[src/rtl/adcq_pkg.sv]
package adcq_pkg;

  typedef enum logic [1:0] {
    QM_LEVEL = 2'b00,
    QM_FALL  = 2'b01,
    QM_RISE  = 2'b10,
    QM_BLANK = 2'b11
  } qual_mode_e;

endpackage

[src/rtl/adcq_port_tap.sv]
// Captures one converter port and derives its enable transition events.
module adcq_port_tap #(
  parameter int MANT_W = 14,
  parameter int EXP_W  = 3
) (
  input  logic              clk,
  input  logic              rst,
  input  logic [MANT_W-1:0] pin_mant,
  input  logic [EXP_W-1:0]  pin_exp,
  input  logic              pin_en,
  output logic [MANT_W-1:0] mant_q,
  output logic [EXP_W-1:0]  exp_q,
  output logic              en_q,
  output logic              cap_ok,
  output logic              rise_evt,
  output logic              fall_evt
);

  logic en_prev;
  logic hist_ok;

  always_ff @(posedge clk) begin
    if (rst) begin
      mant_q  <= '0;
      exp_q   <= '0;
      en_q    <= 1'b0;
      en_prev <= 1'b0;
      cap_ok  <= 1'b0;
      hist_ok <= 1'b0;
    end else begin
      mant_q  <= pin_mant;
      exp_q   <= pin_exp;
      en_q    <= pin_en;
      en_prev <= en_q;
      cap_ok  <= 1'b1;
      hist_ok <= cap_ok;
    end
  end

  // Transitions count only when both compared levels are real captures.
  assign rise_evt = hist_ok &  en_q & ~en_prev;
  assign fall_evt = hist_ok & ~en_q &  en_prev;

endmodule

[src/rtl/adcq_expand.sv]
// Mantissa/exponent to fixed-point expansion.
module adcq_expand #(
  parameter int MANT_W = 14,
  parameter int EXP_W  = 3,
  parameter int OUT_W  = MANT_W + (1 << EXP_W) - 1
) (
  input  logic [MANT_W-1:0] mant,
  input  logic [EXP_W-1:0]  expo,
  output logic [OUT_W-1:0]  word
);

  localparam int EXT_W = OUT_W - MANT_W;

  function automatic logic [OUT_W-1:0] scale(input logic [MANT_W-1:0] m,
                                             input logic [EXP_W-1:0]  e);
    logic [OUT_W-1:0] ext;
    ext   = {{EXT_W{m[MANT_W-1]}}, m};
    scale = ext << e;
  endfunction

  assign word = scale(mant, expo);

endmodule

[src/rtl/adcq_chan_qual.sv]
// One processing channel: port choice, mode qualification, output register.
module adcq_chan_qual
  import adcq_pkg::*;
#(
  parameter int MANT_W    = 14,
  parameter int EXP_W     = 3,
  parameter int NUM_PORTS = 2,
  parameter int SEL_W     = 1,
  parameter int OUT_W     = MANT_W + (1 << EXP_W) - 1
) (
  input  logic              clk,
  input  logic              rst,
  input  logic [1:0]        mode,
  input  logic [SEL_W-1:0]  sel,
  input  logic [MANT_W-1:0] tap_mant [NUM_PORTS],
  input  logic [EXP_W-1:0]  tap_exp  [NUM_PORTS],
  input  logic              tap_en   [NUM_PORTS],
  input  logic              tap_ok   [NUM_PORTS],
  input  logic              tap_rise [NUM_PORTS],
  input  logic              tap_fall [NUM_PORTS],
  output logic              valid,
  output logic [OUT_W-1:0]  data
);

  qual_mode_e       qmode;
  logic [MANT_W-1:0] s_mant;
  logic [EXP_W-1:0]  s_exp;
  logic              s_en, s_ok, s_rise, s_fall;
  logic              accept;
  logic              blank_zero;
  logic [OUT_W-1:0]  wide;
  logic [OUT_W-1:0]  nxt_data;

  assign qmode  = qual_mode_e'(mode);
  assign s_mant = tap_mant[sel];
  assign s_exp  = tap_exp[sel];
  assign s_en   = tap_en[sel];
  assign s_ok   = tap_ok[sel];
  assign s_rise = tap_rise[sel];
  assign s_fall = tap_fall[sel];

  always_comb begin
    unique case (qmode)
      QM_LEVEL: accept = s_en;
      QM_FALL:  accept = s_fall;
      QM_RISE:  accept = s_rise;
      QM_BLANK: accept = s_ok;
      default:  accept = 1'b0;
    endcase
  end

  assign blank_zero = (qmode == QM_BLANK) && !s_en;

  adcq_expand #(
    .MANT_W(MANT_W),
    .EXP_W (EXP_W),
    .OUT_W (OUT_W)
  ) u_expand (
    .mant(s_mant),
    .expo(s_exp),
    .word(wide)
  );

  assign nxt_data = (accept && !blank_zero) ? wide : '0;

  always_ff @(posedge clk) begin
    if (rst) begin
      valid <= 1'b0;
      data  <= '0;
    end else begin
      valid <= accept;
      data  <= nxt_data;
    end
  end

endmodule

[src/rtl/adc_enable_qualifier.sv]
module adc_enable_qualifier #(
  parameter int MANT_W = 14,
  parameter int EXP_W  = 3,
  parameter int NUM_CH = 4,
  localparam int NUM_PORTS = 2,
  localparam int SEL_W     = 1,
  localparam int OUT_W     = MANT_W + (1 << EXP_W) - 1
) (
  input  logic                    clk,
  input  logic                    rst,
  input  logic [MANT_W-1:0]       a_mant,
  input  logic [EXP_W-1:0]        a_exp,
  input  logic                    a_en,
  input  logic [MANT_W-1:0]       b_mant,
  input  logic [EXP_W-1:0]        b_exp,
  input  logic                    b_en,
  input  logic [2*NUM_CH-1:0]     ch_mode,
  input  logic [NUM_CH-1:0]       ch_port,
  output logic [NUM_CH-1:0]       ch_valid,
  output logic [NUM_CH*OUT_W-1:0] ch_data
);

  logic [MANT_W-1:0] pin_mant [NUM_PORTS];
  logic [EXP_W-1:0]  pin_exp  [NUM_PORTS];
  logic              pin_en   [NUM_PORTS];

  logic [MANT_W-1:0] tap_mant [NUM_PORTS];
  logic [EXP_W-1:0]  tap_exp  [NUM_PORTS];
  logic              tap_en   [NUM_PORTS];
  logic              tap_ok   [NUM_PORTS];
  logic              tap_rise [NUM_PORTS];
  logic              tap_fall [NUM_PORTS];

  assign pin_mant[0] = a_mant;
  assign pin_exp[0]  = a_exp;
  assign pin_en[0]   = a_en;
  assign pin_mant[1] = b_mant;
  assign pin_exp[1]  = b_exp;
  assign pin_en[1]   = b_en;

  for (genvar p = 0; p < NUM_PORTS; p++) begin : g_port
    adcq_port_tap #(
      .MANT_W(MANT_W),
      .EXP_W (EXP_W)
    ) u_tap (
      .clk     (clk),
      .rst     (rst),
      .pin_mant(pin_mant[p]),
      .pin_exp (pin_exp[p]),
      .pin_en  (pin_en[p]),
      .mant_q  (tap_mant[p]),
      .exp_q   (tap_exp[p]),
      .en_q    (tap_en[p]),
      .cap_ok  (tap_ok[p]),
      .rise_evt(tap_rise[p]),
      .fall_evt(tap_fall[p])
    );
  end

  for (genvar c = 0; c < NUM_CH; c++) begin : g_chan
    adcq_chan_qual #(
      .MANT_W   (MANT_W),
      .EXP_W    (EXP_W),
      .NUM_PORTS(NUM_PORTS),
      .SEL_W    (SEL_W),
      .OUT_W    (OUT_W)
    ) u_chan (
      .clk     (clk),
      .rst     (rst),
      .mode    (ch_mode[2*c +: 2]),
      .sel     (ch_port[c +: SEL_W]),
      .tap_mant(tap_mant),
      .tap_exp (tap_exp),
      .tap_en  (tap_en),
      .tap_ok  (tap_ok),
      .tap_rise(tap_rise),
      .tap_fall(tap_fall),
      .valid   (ch_valid[c]),
      .data    (ch_data[c*OUT_W +: OUT_W])
    );
  end

endmodule

[config.mk]
export PLATFORM = sky130hd
export DESIGN_NAME = adc_enable_qualifier
export DESIGN_NICKNAME = d
export VERILOG_FILES = /design/src/rtl/adcq_pkg.sv /design/src/rtl/adcq_port_tap.sv /design/src/rtl/adcq_expand.sv /design/src/rtl/adcq_chan_qual.sv /design/src/rtl/adc_enable_qualifier.sv
export SDC_FILE = /design/constraint.sdc
export NUM_CORES = 1
export LEC_CHECK = 0
export BUFFER_PORTS_ARGS = -buffer_cell sky130_fd_sc_hd__buf_2
export CAP_MARGIN = 20
export CORE_MARGIN = 1
export CORE_UTILIZATION = 56
export CTS_CLUSTER_SIZE = 20
export DETAILED_ROUTE_END_ITERATION = 7
export PLACE_DENSITY = 0.9
export SLEW_MARGIN = 25
export SYNTH_ARGS = -nofsm -noshare
export SYNTH_HDL_FRONTEND = slang
export SYNTH_SLANG_ARGS = --single-unit
[constraint.sdc]
create_clock -name clk -period 1.95 [get_ports clk]
set_input_delay 0.2925 -clock clk [delete_from_list [all_inputs] [get_ports clk]]
set_output_delay 0.2925 -clock clk [all_outputs]
set_load 0.02 [all_outputs]
---- Yosys cells after proc, flatten, opt, wreduce, memory -nomap -nowiden ----
Index checks and enable logic that the tools add are counted.
storage, ports and cells
  bits in registers ....................... 128
  bits of input ports ..................... 50
  output and inout port bits .............. 88
  word-level logic and storage cells ...... 155
operators by class
  order comparisons ....................... 4
  eq/ne operators ......................... 12
  shifts and indexed selects .............. 4
  muxes and demuxes ....................... 73
  bitwise operators ....................... 20
  reduce and logical (&&, ||, !) cells .... 24
operator list
  kind                                                             number
  14-bit 2-to-1 mux                                                12
  21-bit by 3-bit left shift with 21-bit output                    4
  1-bit 2-to-1 mux                                                 45
  3-bit 2-to-1 mux                                                 12
  2-bit == test, second input constant                             8
  1-bit one-hot mux with 4 select lines                            4
  1-bit AND                                                        8
  2-bit by 1-bit == test with 1-bit output, second input constant  4
  2-bit >= comparator, second input constant                       4
  1-bit logical AND                                                8
  1-bit zero test                                                  8
  2-bit zero test                                                  4
  1-bit inverter                                                   8
  1-bit inverter with 2-bit output                                 4
  2-bit OR reduction                                               4

---- Logic depth before layout (Yosys ltp) ----
Gate-level depths: netlist of the first run.
  depth after elaboration ................. 10
  gate-level depth with buffers ........... 8
  gate-level depth less buffers ........... 5

---- Cells and area by module ----
From an unflattened synthesis of the first run, not the netlist that was laid out.
unflattened totals
  cells, all modules ...................... 812
  area total of the unflattened synthesis .. 7925.1 um2
by module, submodules not included
  module          times used  cells each  area each (um2)  seq. area each (um2)
  adcq_chan_qual  4           99          1063.5           440.4
  adcq_expand     4           81          599.3            0.0
  adcq_port_tap   2           46          636.9            420.4

---- Least setup slack after synthesis of the first run ----
OpenSTA, ideal clock, no wires.
  path kind ............................... input to register
  from .................................... input ch_port[2]
  to ...................................... register g_chan[2].u_chan.data[16]
  setup time .............................. 0.118 ns
  arrival time ............................ 1.490 ns
  required time ........................... 1.832 ns
  setup slack ............................. 0.341 ns
  stages on the path ...................... 6
  path buffers ............................ 2
  cell sequence ........................... buf_6 -> buf_6 -> mux2i_1 -> nor2_2 -> a221oi_2 -> nor2_1
on the way
  word-level cells in the longest chain between the ends .. 10
  elaborated cells on any way between the ends .. 24
  those cells by class .................... 1 x shift; 16 x mux; 2 x bitwise; 5 x reduce/logical
RTL lines
  element                                                                                        line                        source
  start: declaration                                                                             adc_enable_qualifier.sv:18  input logic [NUM_CH-1:0] ch_port,
  1-bit inverter with 2-bit output (implied by the code) *                                       n/a
  parallel branches: the longest is 9 deep, another holds 1-bit one-hot mux with 4 select lines  n/a
  end signal: assignment                                                                         adcq_chan_qual.sv:72        data <= nxt_data;
  end: declaration                                                                               adcq_chan_qual.sv:22        output logic [OUT_W-1:0] data
Every way passes the cells marked *. The select of a mux whose other input is x is not followed.
A chain may end at the register's enable or synchronous reset.

---- Final worst setup path of the first run ----
  from .................................... register g_port[0].u_tap.en_prev
  to ...................................... register g_chan[2].u_chan.data[0]
on the way
  word-level cells in the longest chain between the ends .. 9
  elaborated cells on any way between the ends .. 13
  those cells by class .................... 7 x mux; 4 x bitwise; 2 x reduce/logical
RTL lines
  element                                              line                  source
  start: declaration                                   adcq_port_tap.sv:19   logic en_prev;
  start signal: assignment                             adcq_port_tap.sv:34   en_prev <= en_q;
  1-bit inverter                                       adcq_port_tap.sv:41   assign rise_evt = hist_ok & en_q & ~en_prev;
  1-bit AND                                            adcq_port_tap.sv:41
  1-bit 2-to-1 mux (implied by the code) (3 in a row)  adcq_chan_qual.sv:39  assign s_rise = tap_rise[sel];
  1-bit one-hot mux with 4 select lines *              adcq_chan_qual.sv:43  unique case (qmode)
  1-bit logical AND *                                  adcq_chan_qual.sv:64  assign nxt_data = (accept && !blank_zero) ? wide : '0;
  1-bit inverter (no source line) *                    n/a
  2-bit OR reduction (no source line) *                n/a
Every way passes the cells marked *; elsewhere a longest branch is shown, timed or not. The select of a mux whose other input is x is not followed.

==> impl_metrics.toml, run 1 <==
[critical_path]
worstSetupPathType = "reg -> reg"
slowest_stage = "dfxtp_1"
path_cells = "nor2_1 > a211o_2 > a311oi_1 > a211o_1 > buf_12 > nor3_1"
end_kind = "register"
required_ps = 2250
cpPeakStageDelay_ps = 460
crit_fanout = 21
worstPathArrival_ps = 2150
cp-start-kind = "register"
r2r_slack_ps = 100

[clock_tree]
htree_num_levels = 4
worstSkewPairLatency_ps = 430
clock-root-buffer = "clkbuf_16"
numCtsBuffers = 17
cts_tree = "yes"
cts_setup_buffers = 0
cts_buffer_depth = 2
clock_sinks = 128
ctsHoldBuffers = 0
clk_pin_slew_ps = 60
cts_resized = 0

[placement]
hpwl_microns = 13800
gp_congestion = 0.940
port_buffers = 137
place_ws_ps = 37.8

[cells_and_area]
final_nets = 976
layout-drive-gt1-share_pct = 32.5
synthToLayoutAreaGrowth_pct = 22.4
final_common_cell = "buf_2"
layout_common_cells = "buf_2, dfxtp_1, nor2_1"
diodes = 0
nFillCells = 905

[logic_synthesis]
synthCells = 774
synth_ff_type = "dfxtp_1"
yosysSeqAreaShare_pct = 37.1
syn_nets = 824
synth_area_leaders = "dfxtp_1, mux2i_1, a22oi_1"
synth_seq_cells = 128
synth_area_sq_um = 6910
ys_types = 56
syn_avg_cell_area_sq_um = 8.93
yosysTopAreaCell = "dfxtp_1"
synth_edf_count = 0
async_reset_ff_share_pct = 0
ys_warn_count = 0
synth_top_area_share_pct = 37.1

[route]
vias_per_cell = 6.22
dr.pass1.iters = 5
via_count = 6752
remaining_drc_errors = 0
drt_iter0_markers = 681
wl_microns = 19800
post_drt_wl_per_cell_microns = 18.3
antenna_left = 0

[pwr]
p_per_area_nw_per_um2 = 868
peakVddDrop_uv = 483
power_w = 0.00734
p_leak_nw = 3.59

[die]
die_y_microns = 113
pin_count = 138
die_area_sq_um = 12800
fp.dieW_microns = 113
start_util_pct = 57.5
coreArea_sq_um = 12000
rows = 40

[global_route]
grt_usage_pct = 31.5
grt_max_degree = 29
grt_pass1_wl_microns = 31300
grt_antenna_before_repair = 0
overflow = 0
first_global_vias = 6214

[sta]
drv_slew = 0
tightest_slew_ps = 593
setup_slack_ps = 95.1
slew_headroom_pct = 60.2
period_needed_ps = 1850
timing.hold.ws_ps = 70.5
finalCritPeriodShare_pct = 95.1
rsz0062_at_grt = "false"
final.setup.tns_ps = 0
max_freq_mhz = 539
skew_ps = 9.83
finalSetupViolCount = 0
hold_viol = 0

[hold_path]
hold_path_class = "in -> reg"

[flow_run]
drv_cap = 0

[outcome]
status = "finished, final reports clean"
## final timing paths
| check | start | to | cells past startpoint |
|---|---|---|---|
| max reg2reg | g_port[0].u_tap.en_prev | g_chan[2].u_chan.data[0] | 6 |
| min | a_exp[0] | g_port[0].u_tap.exp_q[0] | 2 |
| min reg2reg | g_port[1].u_tap.cap_ok | g_port[1].u_tap.hist_ok | 1 |
| max | g_port[0].u_tap.en_prev | g_chan[2].u_chan.data[0] | 6 |
## power breakdown
| group | internal (W) | leakage [nW] | switching, W | total, W |
|---|---|---|---|---|
| Clock | 0.00177 | 0.252 | 0.00127 | 0.00304 |
| Sequential | 0.00273 | 1.05 | 0.000105 | 0.00284 |
| Combinational | 0.000583 | 2.29 | 0.000883 | 0.00147 |
## cell type report
class | instances | area, sq um | share of cell area [%]
multi-input cells | 580 | 3940 | 46.6
flip-flops and latches | 128 | 2570 | 30.4
repair buffers | 192 | 1170 | 13.9
clock buffers | 18 | 429 | 5.08
well taps | 147 | 184 | 2.18
clock inverters | 14 | 135 | 1.60
inverters | 7 | 26.3 | 0.311
## critical path: cells and delay by family (launching register included)
| kind | cells | cell delay, ps |
|---|---|---|
| compound gates | 3 | 940 |
| flops | 1 | 460 |
| buf+inv | 1 | 160 |
| simple gates | 2 | 150 |
## synthesized netlist by cell type (all sizes together) (5+ instances only)
cell	count
o22ai	6
nor3	22
a22oi	56
mux2	37
nand2b	5
a221oi	12
dfxtp	128
mux2i	56
nand2	29
a21oi	77
o21ai	22
nor2b	50
clkbuf	11
nor2	102
inv	7
a211oi	33
buf	48
nand3	7
and2	7
nor3b	8
## through the flow
step | util, % | std cells | cell area, sq um
floorplan | - | 774 | 6910
global placement | 65.6 | 1054 | 7880
detailed placement | 65.6 | 1054 | 7880
CTS | 70.3 | 1086 | 8440
global route | 70.4 | 1086 | 8460
finish | 70.4 | 1086 | 8460
## flip-flops by register name, indices dropped and copies added, names as in the netlist
register,count
g_port.u_tap.en_prev,2
g_chan.u_chan.valid,4
g_port.u_tap.hist_ok,1
g_chan.u_chan.data,84
g_port.u_tap.cap_ok,1
g_port.u_tap.mant_q,28
g_port.u_tap.exp_q,6
g_port.u_tap.en_q,2
## kinds of logic (layout without fill, tap and decap cells)
group	Yosys count	count (layout)	synth area share, %
AOI/OAI and AO/OA	237	237	23.8
xor gates and xnor gates	2	2	0.254
buffers and inverters	66	231	6.03
DFF	128	128	37.1
muxes	95	95	15.0
and+or+nand+nor	246	246	17.9
## per-layer routing
| layer | vias to the layer above | share of wire (%) | GRT usage [%] | wire length (microns) |
|---|---|---|---|---|
| met2 | 404 | 46 | 51.6 | 9110 |
| met3 | 89 | 8.4 | 6.32 | 1670 |
| met1 | 3118 | 41 | 38.9 | 8190 |
| met4 | 0 | 4.4 | 17.3 | 867 |
| li1 | 3141 | - | - | - |
| met5 | - | 0 | 0 | 0 |
Note: power is estimated with default switching activity, not from simulation.
==> inputs of run 2 (changes only) <==
Settings changed: CORE_ASPECT_RATIO set to 1.5, CORE_UTILIZATION 56 to 57, CTS_BUF_LIST set to sky130_fd_sc_hd__clkbuf_4 sky130_fd_sc_hd__clkbuf_8, PLACE_DENSITY 0.9 to 0.91.
==> impl_metrics.toml, run 2 (synthesis results as in run 1) <==
[critical_path]
slowest_stage = "dfxtp_1"
worstPathArrival_ps = 2330
cp_num_buf_inv = 2
required_ps = 2340
cp-start-kind = "register"
crit_fanout = 11
end_kind = "register"
worstSetupPathType = "reg -> reg"
critPathMostFrequentCell = "buf_4"
critPathTopFamily = "flip-flops"
cpPeakStageDelay_ps = 710
path_cells = "nor2b_1 > buf_4 > nand2_1 > o21ai_1 > buf_4 > a22oi_1 > a21oi_1"

[route]
wl_microns = 20400
post_drt_wl_per_cell_microns = 18.6
antenna_left = 0
drt_iter0_markers = 465
vias_per_cell = 6.15
via_count = 6732
dr.pass1.iters = 6
remaining_drc_errors = 0

[placement]
port_buffers = 137
gp_congestion = 0.986
place_ws_ps = 6.18
dpl_cell_area_sq_um = 7910
hpwl_microns = 14300

[global_route]
overflow = 0
first_global_vias = 6329
grt_usage_pct = 32.3
grt_antenna_before_repair = 0
grt_pass1_wl_microns = 31300
grt_max_degree = 32

[sta]
rsz0062_at_grt = "false"
setup_slack_ps = 14.8
skew_ps = 9.77
finalCritPeriodShare_pct = 99.2
finalSetupViolCount = 0
tightest_slew_ps = 604
max_freq_mhz = 517
drv_slew = 0
hold_viol = 0
slew_headroom_pct = 59.7
period_needed_ps = 1940
final.setup.tns_ps = 0

[clock_tree]
htree_num_levels = 4
cts_tree = "yes"
cts_buffer_depth = 2
ctsHoldBuffers = 0
numCtsBuffers = 17
clock-root-buffer = "clkbuf_8"
worstSkewPairLatency_ps = 460
clk_pin_slew_ps = 80
clock_sinks = 128

[cells_and_area]
final_nets = 982
fin_util_pct = 71.6
layout-drive-gt1-share_pct = 33.1
final_area_sq_um = 8350
final_common_cell = "buf_2"
largest_register_ffs = 84
diodes = 0
largest_registers = "g_chan.u_chan.data x84, g_port.u_tap.mant_q x28, g_port.u_tap.exp_q x6"
layout_common_cells = "buf_2, dfxtp_1, nor2_1"
regMostFlops = "g_chan.u_chan.data"
synthToLayoutAreaGrowth_pct = 20.8

[flow_run]
drv_cap = 0

[hold_path]
hold_path_class = "in -> reg"

[die]
rows = 48
die_y_microns = 137
die_area_sq_um = 12600
fp.dieW_microns = 91.9
pin_count = 138
coreArea_sq_um = 11700
start_util_pct = 59.3

[pwr]
p_per_area_nw_per_um2 = 804
peakVddDrop_uv = 617
p_leak_nw = 3.57
power_w = 0.00671

[outcome]
status = "finished, final reports clean"
run 2: cell types whose count changed in the layout (fill, tap and decap cells not counted), moves of 4 or more:
cell        previous run  this run
clkinvlp_4             7         2
inv_6                  4         8
clkbuf_8               0        17
buf_4                 49        56
clkbuf_16             17         0
run 2: area by class of cell:
class                      instances  area, sq um
clock buffer                      17          234
timing repair buffer             198         1210
multi-input combinational        580         3950
clock inverter                    15          171
fill                             923         3300
inverter                           7         26.3
tap                              150          188
sequential                       128         2570
run 2: final timing paths:
check | startpoint | endpoint | slack (ps) | depth (start not counted)
worst max-delay path | g_port[1].u_tap.exp_q[0] | g_chan[3].u_chan.data[7] | 10 | 7
worst min-delay path | a_exp[1] | g_port[0].u_tap.exp_q[1] | 40 | 2
worst max register to register | g_port[1].u_tap.exp_q[0] | g_chan[3].u_chan.data[7] | 10 | 7
worst min register to register | g_port[1].u_tap.cap_ok | g_port[1].u_tap.hist_ok | 550 | 1
run 2: repair_timing:
| item | 4_1_cts | 5_1_grt |
|---|---|---|
| buffers inserted | 0 | 0 |
| resized for setup | 4 | 7 |
| endpoints found under the setup margin | 2 | 42 |
run 2: per-stage QoR:
| stage | hold WS [ps] | instances |
|---|---|---|
| floorplan | 421 | 774 |
| global route | 31.0 | 1095 |
| global placement | 501 | 1063 |
| finish | 40.9 | 1095 |
| detailed placement | 511 | 1063 |
| CTS | 33.4 | 1095 |
run 2: worst reg2reg max path, delay by kind of cell, from the launching register on:
family,cells,cell delay (ps)
AO/OA/AOI/OAI,3,440
buffers and inverters,2,380
flip-flops,1,710
AND/OR/NAND/NOR,2,350
run 2: report_power, final:
group	internal [W]	total, W	switching, W
clock	0.00117	0.00239	0.00122
sequential	0.00273	0.00284	0.000115
combinational	0.000592	0.00148	0.000884
run 2: metal layers:
metal  up-vias  wire, microns  GRT usage, %
met2       396           9990          55.6
met3       113           1420          6.72
met4         0           1260          22.6
met1      3077           7700          35.3
li1       3146              -             -
met5         -              0             0
